**src/rtl/rob_pkg.sv**
```systemverilog
package rob_pkg;
    localparam int AREG_W = 5;
    localparam int DATA_W = 16;

    typedef struct packed {
        logic              valid;
        logic              done;
        logic              is_mem;
        logic [AREG_W-1:0] dest;
        logic [DATA_W-1:0] value;
    } rob_slot_t;
endpackage

```
**src/rtl/rob_port_arb.sv**
```systemverilog
module rob_port_arb (
    input  logic mem_req,
    input  logic retire_ready,
    input  logic hold,
    output logic mem_grant,
    output logic retire_go
);
    // Fixed priority: memory execute first, retirement only on an idle port.
    always_comb begin
        mem_grant = mem_req;
        retire_go = retire_ready && !mem_req && !hold;
    end
endmodule

```
**src/rtl/rob_occupancy.sv**
```systemverilog
module rob_occupancy #(
    parameter int DEPTH = 8,
    localparam int IDX_W = $clog2(DEPTH),
    localparam int PTR_W = IDX_W + 1
) (
    input  logic [PTR_W-1:0] head,
    input  logic [PTR_W-1:0] tail,
    output logic [PTR_W-1:0] count,
    output logic             full,
    output logic             empty
);
    always_comb begin
        count = tail - head;
        empty = (head == tail);
        full  = (head[IDX_W-1:0] == tail[IDX_W-1:0]) && (head[PTR_W-1] != tail[PTR_W-1]);
    end
endmodule

```
**src/rtl/rob_core.sv**
```systemverilog
module rob_core #(
    parameter int DEPTH = 8,
    localparam int IDX_W = $clog2(DEPTH),
    localparam int AREG_W = rob_pkg::AREG_W,
    localparam int DATA_W = rob_pkg::DATA_W
) (
    input  logic              clk,
    input  logic              rst_n,
    input  logic              disp_valid,
    input  logic [AREG_W-1:0] disp_dest,
    input  logic              disp_is_mem,
    output logic              disp_ready,
    output logic [IDX_W-1:0]  disp_tag,
    input  logic              cmpl_valid,
    input  logic [IDX_W-1:0]  cmpl_tag,
    input  logic [DATA_W-1:0] cmpl_value,
    input  logic              mem_exec_req,
    output logic              mem_exec_grant,
    input  logic              flush,
    output logic              retire_valid,
    output logic [IDX_W-1:0]  retire_tag,
    output logic              rf_we,
    output logic [AREG_W-1:0] rf_waddr,
    output logic [DATA_W-1:0] rf_wdata
);
    import rob_pkg::*;

    localparam int PTR_W = IDX_W + 1;

    typedef struct packed {
        logic [PTR_W-1:0]            head;
        logic [PTR_W-1:0]            tail;
        rob_slot_t [DEPTH-1:0]       slot;
    } rob_state_t;

    rob_state_t s_q, s_d;

    logic [IDX_W-1:0] head_idx, tail_idx;
    rob_slot_t        head_slot;
    logic [PTR_W-1:0] occ_count;
    logic             full, empty;
    logic             retire_ready, retire_go;

    assign head_idx     = s_q.head[IDX_W-1:0];
    assign tail_idx     = s_q.tail[IDX_W-1:0];
    assign head_slot    = s_q.slot[head_idx];
    assign retire_ready = head_slot.valid && head_slot.done;

    rob_occupancy #(.DEPTH(DEPTH)) u_occ (
        .head  (s_q.head),
        .tail  (s_q.tail),
        .count (occ_count),
        .full  (full),
        .empty (empty)
    );

    rob_port_arb u_arb (
        .mem_req      (mem_exec_req),
        .retire_ready (retire_ready),
        .hold         (flush),
        .mem_grant    (mem_exec_grant),
        .retire_go    (retire_go)
    );

    always_comb begin
        s_d = s_q;
        // Completion: only an occupied slot may finish.
        if (cmpl_valid && s_q.slot[cmpl_tag].valid) begin
            s_d.slot[cmpl_tag].done  = 1'b1;
            s_d.slot[cmpl_tag].value = cmpl_value;
        end
        // Retirement of the oldest slot.
        if (retire_go) begin
            s_d.slot[head_idx].valid = 1'b0;
            s_d.head = s_q.head + PTR_W'(1);
        end
        // Flush keeps the oldest slot, drops all younger ones; it outranks dispatch.
        if (flush) begin
            if (!empty) begin
                for (int i = 0; i < DEPTH; i++) begin
                    if (IDX_W'(i) != head_idx) begin
                        s_d.slot[i].valid = 1'b0;
                    end
                end
                s_d.tail = s_q.head + PTR_W'(1);
            end
        end else if (disp_valid && !full) begin
            s_d.slot[tail_idx].valid  = 1'b1;
            s_d.slot[tail_idx].done   = 1'b0;
            s_d.slot[tail_idx].is_mem = disp_is_mem;
            s_d.slot[tail_idx].dest   = disp_dest;
            s_d.slot[tail_idx].value  = '0;
            s_d.tail = s_q.tail + PTR_W'(1);
        end
    end

    always_ff @(posedge clk) begin
        if (!rst_n) begin
            s_q <= '0;
        end else begin
            s_q <= s_d;
        end
    end

    assign disp_ready   = !full;
    assign disp_tag     = tail_idx;
    assign retire_valid = retire_go;
    assign retire_tag   = head_idx;
    assign rf_we        = retire_go && !head_slot.is_mem;
    assign rf_waddr     = head_slot.dest;
    assign rf_wdata     = head_slot.value;

    // the shared port never serves both users in one cycle.
    p_port_exclusive_r6: assert property (@(posedge clk) disable iff (!rst_n)
        !(mem_exec_grant && retire_valid));

    // a memory request always holds off retirement.
    p_mem_priority_r6: assert property (@(posedge clk) disable iff (!rst_n)
        mem_exec_req |-> (mem_exec_grant && !retire_valid));

    // occupancy never exceeds the buffer depth.
    p_no_overflow_r3: assert property (@(posedge clk) disable iff (!rst_n)
        occ_count <= PTR_W'(DEPTH));

    // a flush of a non-empty buffer leaves exactly the oldest slot.
    p_flush_trim_r8: assert property (@(posedge clk) disable iff (!rst_n)
        (flush && !empty) |=> (occ_count == PTR_W'(1)));

    // each retirement advances the oldest pointer by exactly one.
    p_retire_step_r5: assert property (@(posedge clk) disable iff (!rst_n)
        retire_valid |=> (s_q.head == $past(s_q.head) + PTR_W'(1)));
endmodule

```
**config.mk**
```make
export PLATFORM = sky130hd
export DESIGN_NAME = rob_core
export DESIGN_NICKNAME = d
export VERILOG_FILES = /design/src/rtl/rob_pkg.sv /design/src/rtl/rob_port_arb.sv /design/src/rtl/rob_occupancy.sv /design/src/rtl/rob_core.sv
export SDC_FILE = /design/constraint.sdc
export NUM_CORES = 1
export LEC_CHECK = 0
export BUFFER_PORTS_ARGS = -buffer_cell sky130_fd_sc_hd__buf_4
export CAP_MARGIN = 20
export CORE_MARGIN = 1
export CORE_UTILIZATION = 56
export DETAILED_ROUTE_END_ITERATION = 7
export PLACE_DENSITY = 0.74
export SETUP_SLACK_MARGIN = 0.15
export SYNTH_ARGS = -nofsm -noshare
export SYNTH_HDL_FRONTEND = slang
export SYNTH_SLANG_ARGS = --single-unit
```
**constraint.sdc**
```tcl
create_clock -name clk -period 3.7 [get_ports clk]
set_clock_uncertainty 0.15 [all_clocks]
set_input_delay 0.555 -clock clk [delete_from_list [all_inputs] [get_ports clk]]
set_output_delay 0.555 -clock clk [all_outputs]
set_load 0.01 [all_outputs]
```
Word-level counts from Yosys, hierarchy flattened
Cells that the tools add are included.
{"block": "word_totals", "ff_bits": 200, "in_bits": 31, "output_inout_bits": 31, "elab_cells": 141}
{"block": "classes", "n_addsub": 2, "magnitude_cmp": 6, "eq_ne": 11, "n_mux": 63, "reduce_logical": 17}
{"op": "bitwise mux 192 bit", "count": 8}
{"op": "demux 24 bit (select 3 bit)", "count": 8}
{"op": "2-to-1 mux 192 bit", "count": 2}
{"op": "2-to-1 mux 23 bit", "count": 10}
{"op": "2-to-1 mux 196 bit", "count": 1}
{"op": "binary-select mux 24 bit (select 3 bit)", "count": 2}
{"op": "2-to-1 mux 24 bit", "count": 4}
{"op": "2-to-1 mux 16 bit", "count": 2}
{"op": "2-to-1 mux 1 bit", "count": 22}
{"op": "2-to-1 mux 22 bit", "count": 1}
{"op": "2-to-1 mux 21 bit", "count": 1}
{"op": "less-than comparator 3 x 4 -> 1 bit, second input constant", "count": 3}
{"op": "!= test 3 bit, first input constant", "count": 4}
{"op": "logical AND 1 bit", "count": 10}
{"op": "2-to-1 mux 5 bit", "count": 2}
{"op": ">= comparator 3 x 1 -> 1 bit, second input constant", "count": 3}
{"op": "adder 4 x 1 -> 4 bit, second input constant", "count": 2}
{"op": "!= test 2 x 3 -> 1 bit, first input constant", "count": 2}
{"op": "== test 4 bit", "count": 1}
{"op": "logical NOT 1 bit", "count": 4}
{"op": "== test 3 bit", "count": 1}
{"op": "!= test 1 x 3 -> 1 bit, first input constant", "count": 1}
{"op": "nonzero test 3 bit", "count": 1}
{"op": "!= test 2 bit, second input constant", "count": 1}
{"op": "other kinds (3)", "count": 3}

Longest topological paths before layout
{"block": "depth", "depth_word": 16, "mapped_depth": 8, "mapped_depth_nobuf": 5}

Cells and area by module
From an unflattened synthesis, not the netlist that was laid out.
{"block": "unflattened", "hier_cells": 1107, "hier_area_um2": 9736.8}
{"module": "rob_core", "instances": 1, "cells_per_inst": 1086, "area_per_inst_um2": 9571.7, "seq_area_each_um2": 4003.8}
{"module": "rob_occupancy", "instances": 1, "cells_per_inst": 19, "area_per_inst_um2": 145.1, "seq_area_each_um2": 0.0}
{"module": "rob_port_arb", "instances": 1, "cells_per_inst": 2, "area_per_inst_um2": 20.0, "seq_area_each_um2": 0.0}

Least setup slack after synthesis
OpenSTA, ideal clock, no wires.
{"block": "synth_timing", "kind": "flip-flop to output port", "startpoint": "register s_q (netlist bit retire_tag[0])", "endpoint": "output port rf_waddr[3]", "arrival_ns": 1.779, "t_required_ns": 2.995, "slack_ns": 1.216, "stages_incl_launch_ff": 7, "n_path_buf": 3, "cell_sequence": "dfxtp_1 > clkbuf_2 > buf_2 > buf_2 > mux4_2 > nand2_1 > nand2_1"}
{"block": "synth_via", "elab_chain_cells": 2}
{"element": "start, declared", "line": "rob_core.sv:36", "rtl": "rob_state_t s_q, s_d;"}
{"element": "start signal, assigned", "line": "rob_core.sv:99", "rtl": "s_q <= '0;"}
{"element": "start signal, assigned", "line": "rob_core.sv:101", "rtl": "s_q <= s_d;"}
{"element": "binary-select mux 24 bit (select 3 bit)", "line": "rob_core.sv:46", "rtl": "assign head_slot = s_q.slot[head_idx];"}
{"element": "2-to-1 mux 24 bit (not written as such)", "line": "rob_core.sv:46"}
{"element": "end, declared", "line": "rob_core.sv:23", "rtl": "output logic [AREG_W-1:0] rf_waddr,"}
No other way between the ends. The select of a mux whose other input is x is not followed.

Worst setup path in the final report
{"block": "layout_timing", "startpoint": "register s_q (netlist bit retire_tag[2])", "endpoint": "output port rf_wdata[15]"}
{"block": "layout_via", "elab_chain_cells": 2}
{"element": "binary-select mux 24 bit (select 3 bit)", "line": "rob_core.sv:46"}
{"element": "2-to-1 mux 24 bit (not written as such)", "line": "rob_core.sv:46"}
{"element": "end, declared", "line": "rob_core.sv:24", "rtl": "output logic [DATA_W-1:0] rf_wdata"}
No other way between the ends. The select of a mux whose other input is x is not followed.

==> qor.csv <==
stage;metric;value;unit
floorplanning;core-area;16470;um^2
yosys;netlist.area_leader.share;42.55;%
yosys;post-synth-top-area-cell;dfxtp_1;
setup_path;path_cells;buf_4 > mux4_2 > nand2_1 > nand2_1 > buf_4;
pwr;power-per-cell-area;428.6;nW/um^2
cts;clockRootBuffer;clkbuf_16;
floorplanning;rows;47;
pwr;power.leakage;3.477;nW
yosys;yosysWarnings;0;
floorplanning;chipWidth;131.6;um
setup_path;start_kind;flip-flop;
yosys;ys_async_sr_fraction;0;%
cts;worst_skew_pair.late_latency;440;ps
cts;cts_tree;done;
pwr;vdd_drop_max;348.8;uV
yosys;synth_edf_count;0;
placed_design;dp.final_hpwl;15340;um
drt;drt_pass1_iterations;5;
yosys;synth_area_per_cell;8.372;um^2
sta;hold_viol;0;
cells_and_area;fill_cells;1425;
cts;ctsResizeCount;0;
placed_design;portBuffers;61;
cells_and_area;utilization;62.84;%
outcome;outcome;finished, final reports clean;
yosys;synth_most_common_cell;nand2_1;
cells_and_area;drive_gt1_share;15.49;%
yosys;yosys_register_bits;200;
setup_path;critical_path.max_stage_delay;630;ps
yosys;ys_types;52;
yosys;synthTopCellsByCount;nand2_1 (337), dfxtp_1 (200), a21oi_1 (184);
cts;htree_levels;4;
sta;slew_viol_final;0;
setup_path;slowest_stage;dfxtp_4;
drt;routedWlPerCell;19.46;um
global_routing;grt_max_degree;56;
hold_path;hp-start;cmpl_value[8];
drt;drcViolationCount;0;
setup_path;path_class;flip-flop to output port;
global_routing;grt_pass1_vias;7888;
hold_path;hp-class;input port to flip-flop;
global_routing;grt_usage;30.77;%
yosys;synth_flop_cell;dfxtp_1;
setup_path;cp_data_arrival_time;2440;ps
drt;ant_nets;0;
setup_path;worstPathRequired;2990;ps
placed_design;gp_congestion;0.7740;
yosys;netlist_instances;1124;
sta;finalCritPeriodShare;85.01;%
setup_path;r2r-start;disp_tag[1];
run;cap_violations;0;
floorplanning;dieArea;17330;um^2
setup_path;critPathCaptureType;output port;
sta;rsz0062_at_grt;no;
sta;max_freq;317.9;MHz
sta;fin_setup_tns;0;ps
sta;finalSetupViolCount;0;
global_routing;grt_pass1_wl;41750;um
cts;post_cts_buffers;0;
cts;hold_buffers;0;
cells_and_area;area_growth;9.959;%
cts;cts_made_buffers;17;
drt;drt-initial-drc-count;860;
yosys;synth.area.top_cells;dfxtp_1 (43%), nand2_1 (13%), mux4_2 (11%);
drt;vias_per_cell;6.129;
cts;clockBufferDepth;2;
yosys;syn_area;9410;um^2
sta;worst_slew_pin_slew;1092;ps
cts;cts.sinks;200;
cts;clk_pin_slew;80;ps
global_routing;overflow;0;
yosys;syn_nets;1162;
cells_and_area;diodes;0;
floorplanning;num_io_pins;62;
drt;route.vias.total;8195;
cells_and_area;nets;1142;
drt;wl;26020;um
sta;finalCriticalPeriod;3145;ps
sta;relSlewSlack;27.03;%
setup_path;crit_fanout;23;
setup_path;crit_path_start;retire_tag[2];
global_routing;antenna_found_initial;0;
floorplanning;start_util;57.15;%
yosys;synth_seq_area_share;42.55;%
floorplanning;fp.dieH;131.6;um
registers in the layout, summed over array words and instances, names as in the netlist:
signal / cells
disp_tag: 3
retire_tag: 3
s_q: 194
through the flow:
step / cells / setup slack [ps] / total power, mW / hold slack [ps] / cell area, um^2
2_1_floorplan: 1124 / 1216 / 2.385 / 280.6 / 9410
3_3_place_gp: 1305 / 1028 / 2.457 / 288.0 / 9709
3_5_place_dp: 1305 / 1046 / 2.458 / 293.1 / 9709
4_1_cts: 1337 / 548.3 / 4.440 / 231.4 / 10350
5_1_grt: 1337 / 435.4 / 4.552 / 235.5 / 10350
6_report: 1337 / 554.8 / 4.435 / 238.1 / 10350
where the power goes:
| group | internal [mW] | switching [mW] |
|---|---|---|
| Sequential | 2.16 | 0.0129 |
| Combinational | 0.0730 | 0.168 |
| Clock | 1.10 | 0.926 |
kinds of logic after synthesis:
kind of cell,count (synthesis),synth area share (%)
buffers and inverters,125,6.409
XOR/XNOR,8,1.223
flip-flops,200,42.55
adder cells (fa/ha/maj),7,0.9307
AO/OA/AOI/OAI,275,17.14
multiplexers,48,11.09
AND/OR/NAND/NOR,461,20.66
cell usage in the layout, fill, tap and decap left out, drive strengths merged, types with 7 or more instances in the layout:
cell    count
nand2     337
and3       10
ha          7
clkbuf     17
nand3      60
inv        16
nor2       18
mux4       45
a21oi     184
o21ai      57
buf        76
dfxtp     200
final cells by class:
class / count / area, um^2 / share of cell area (%)
timing repair buffer: 76 / 570.5 / 5.514
sequential: 200 / 4011 / 38.77
inverter: 10 / 37.54 / 0.3628
multi-input combinational: 799 / 4815 / 46.53
clock buffer: 17 / 425.4 / 4.111
clock inverter: 15 / 212.7 / 2.056
tap: 220 / 275.3 / 2.660
worst paths after layout:
check                 end  slack, ps  cells past startpoint
max          rf_wdata[15]        550                      5
max reg2reg       s_q[67]        960                      5
min reg2reg      s_q[124]        300                      2
min              s_q[104]        240                      3
metal layers:
| metal | vias up | share of wire (%) | GRT usage, % |
|---|---|---|---|
| met5 | - | 0 | 0 |
| met4 | 0 | 1.6 | 11.05 |
| met3 | 42 | 8.4 | 6.211 |
| met2 | 348 | 48 | 49.76 |
| met1 | 3996 | 42 | 40.81 |
| li1 | 3809 | - | - |
critical path: cells and delay by family, from the launching register on:
family	cells	cell delay [ps]
DFF	1	630
muxes	1	550
and+or+nand+nor	2	220
buffers and inverters	2	590
Power figures use the tool's default switching activity.
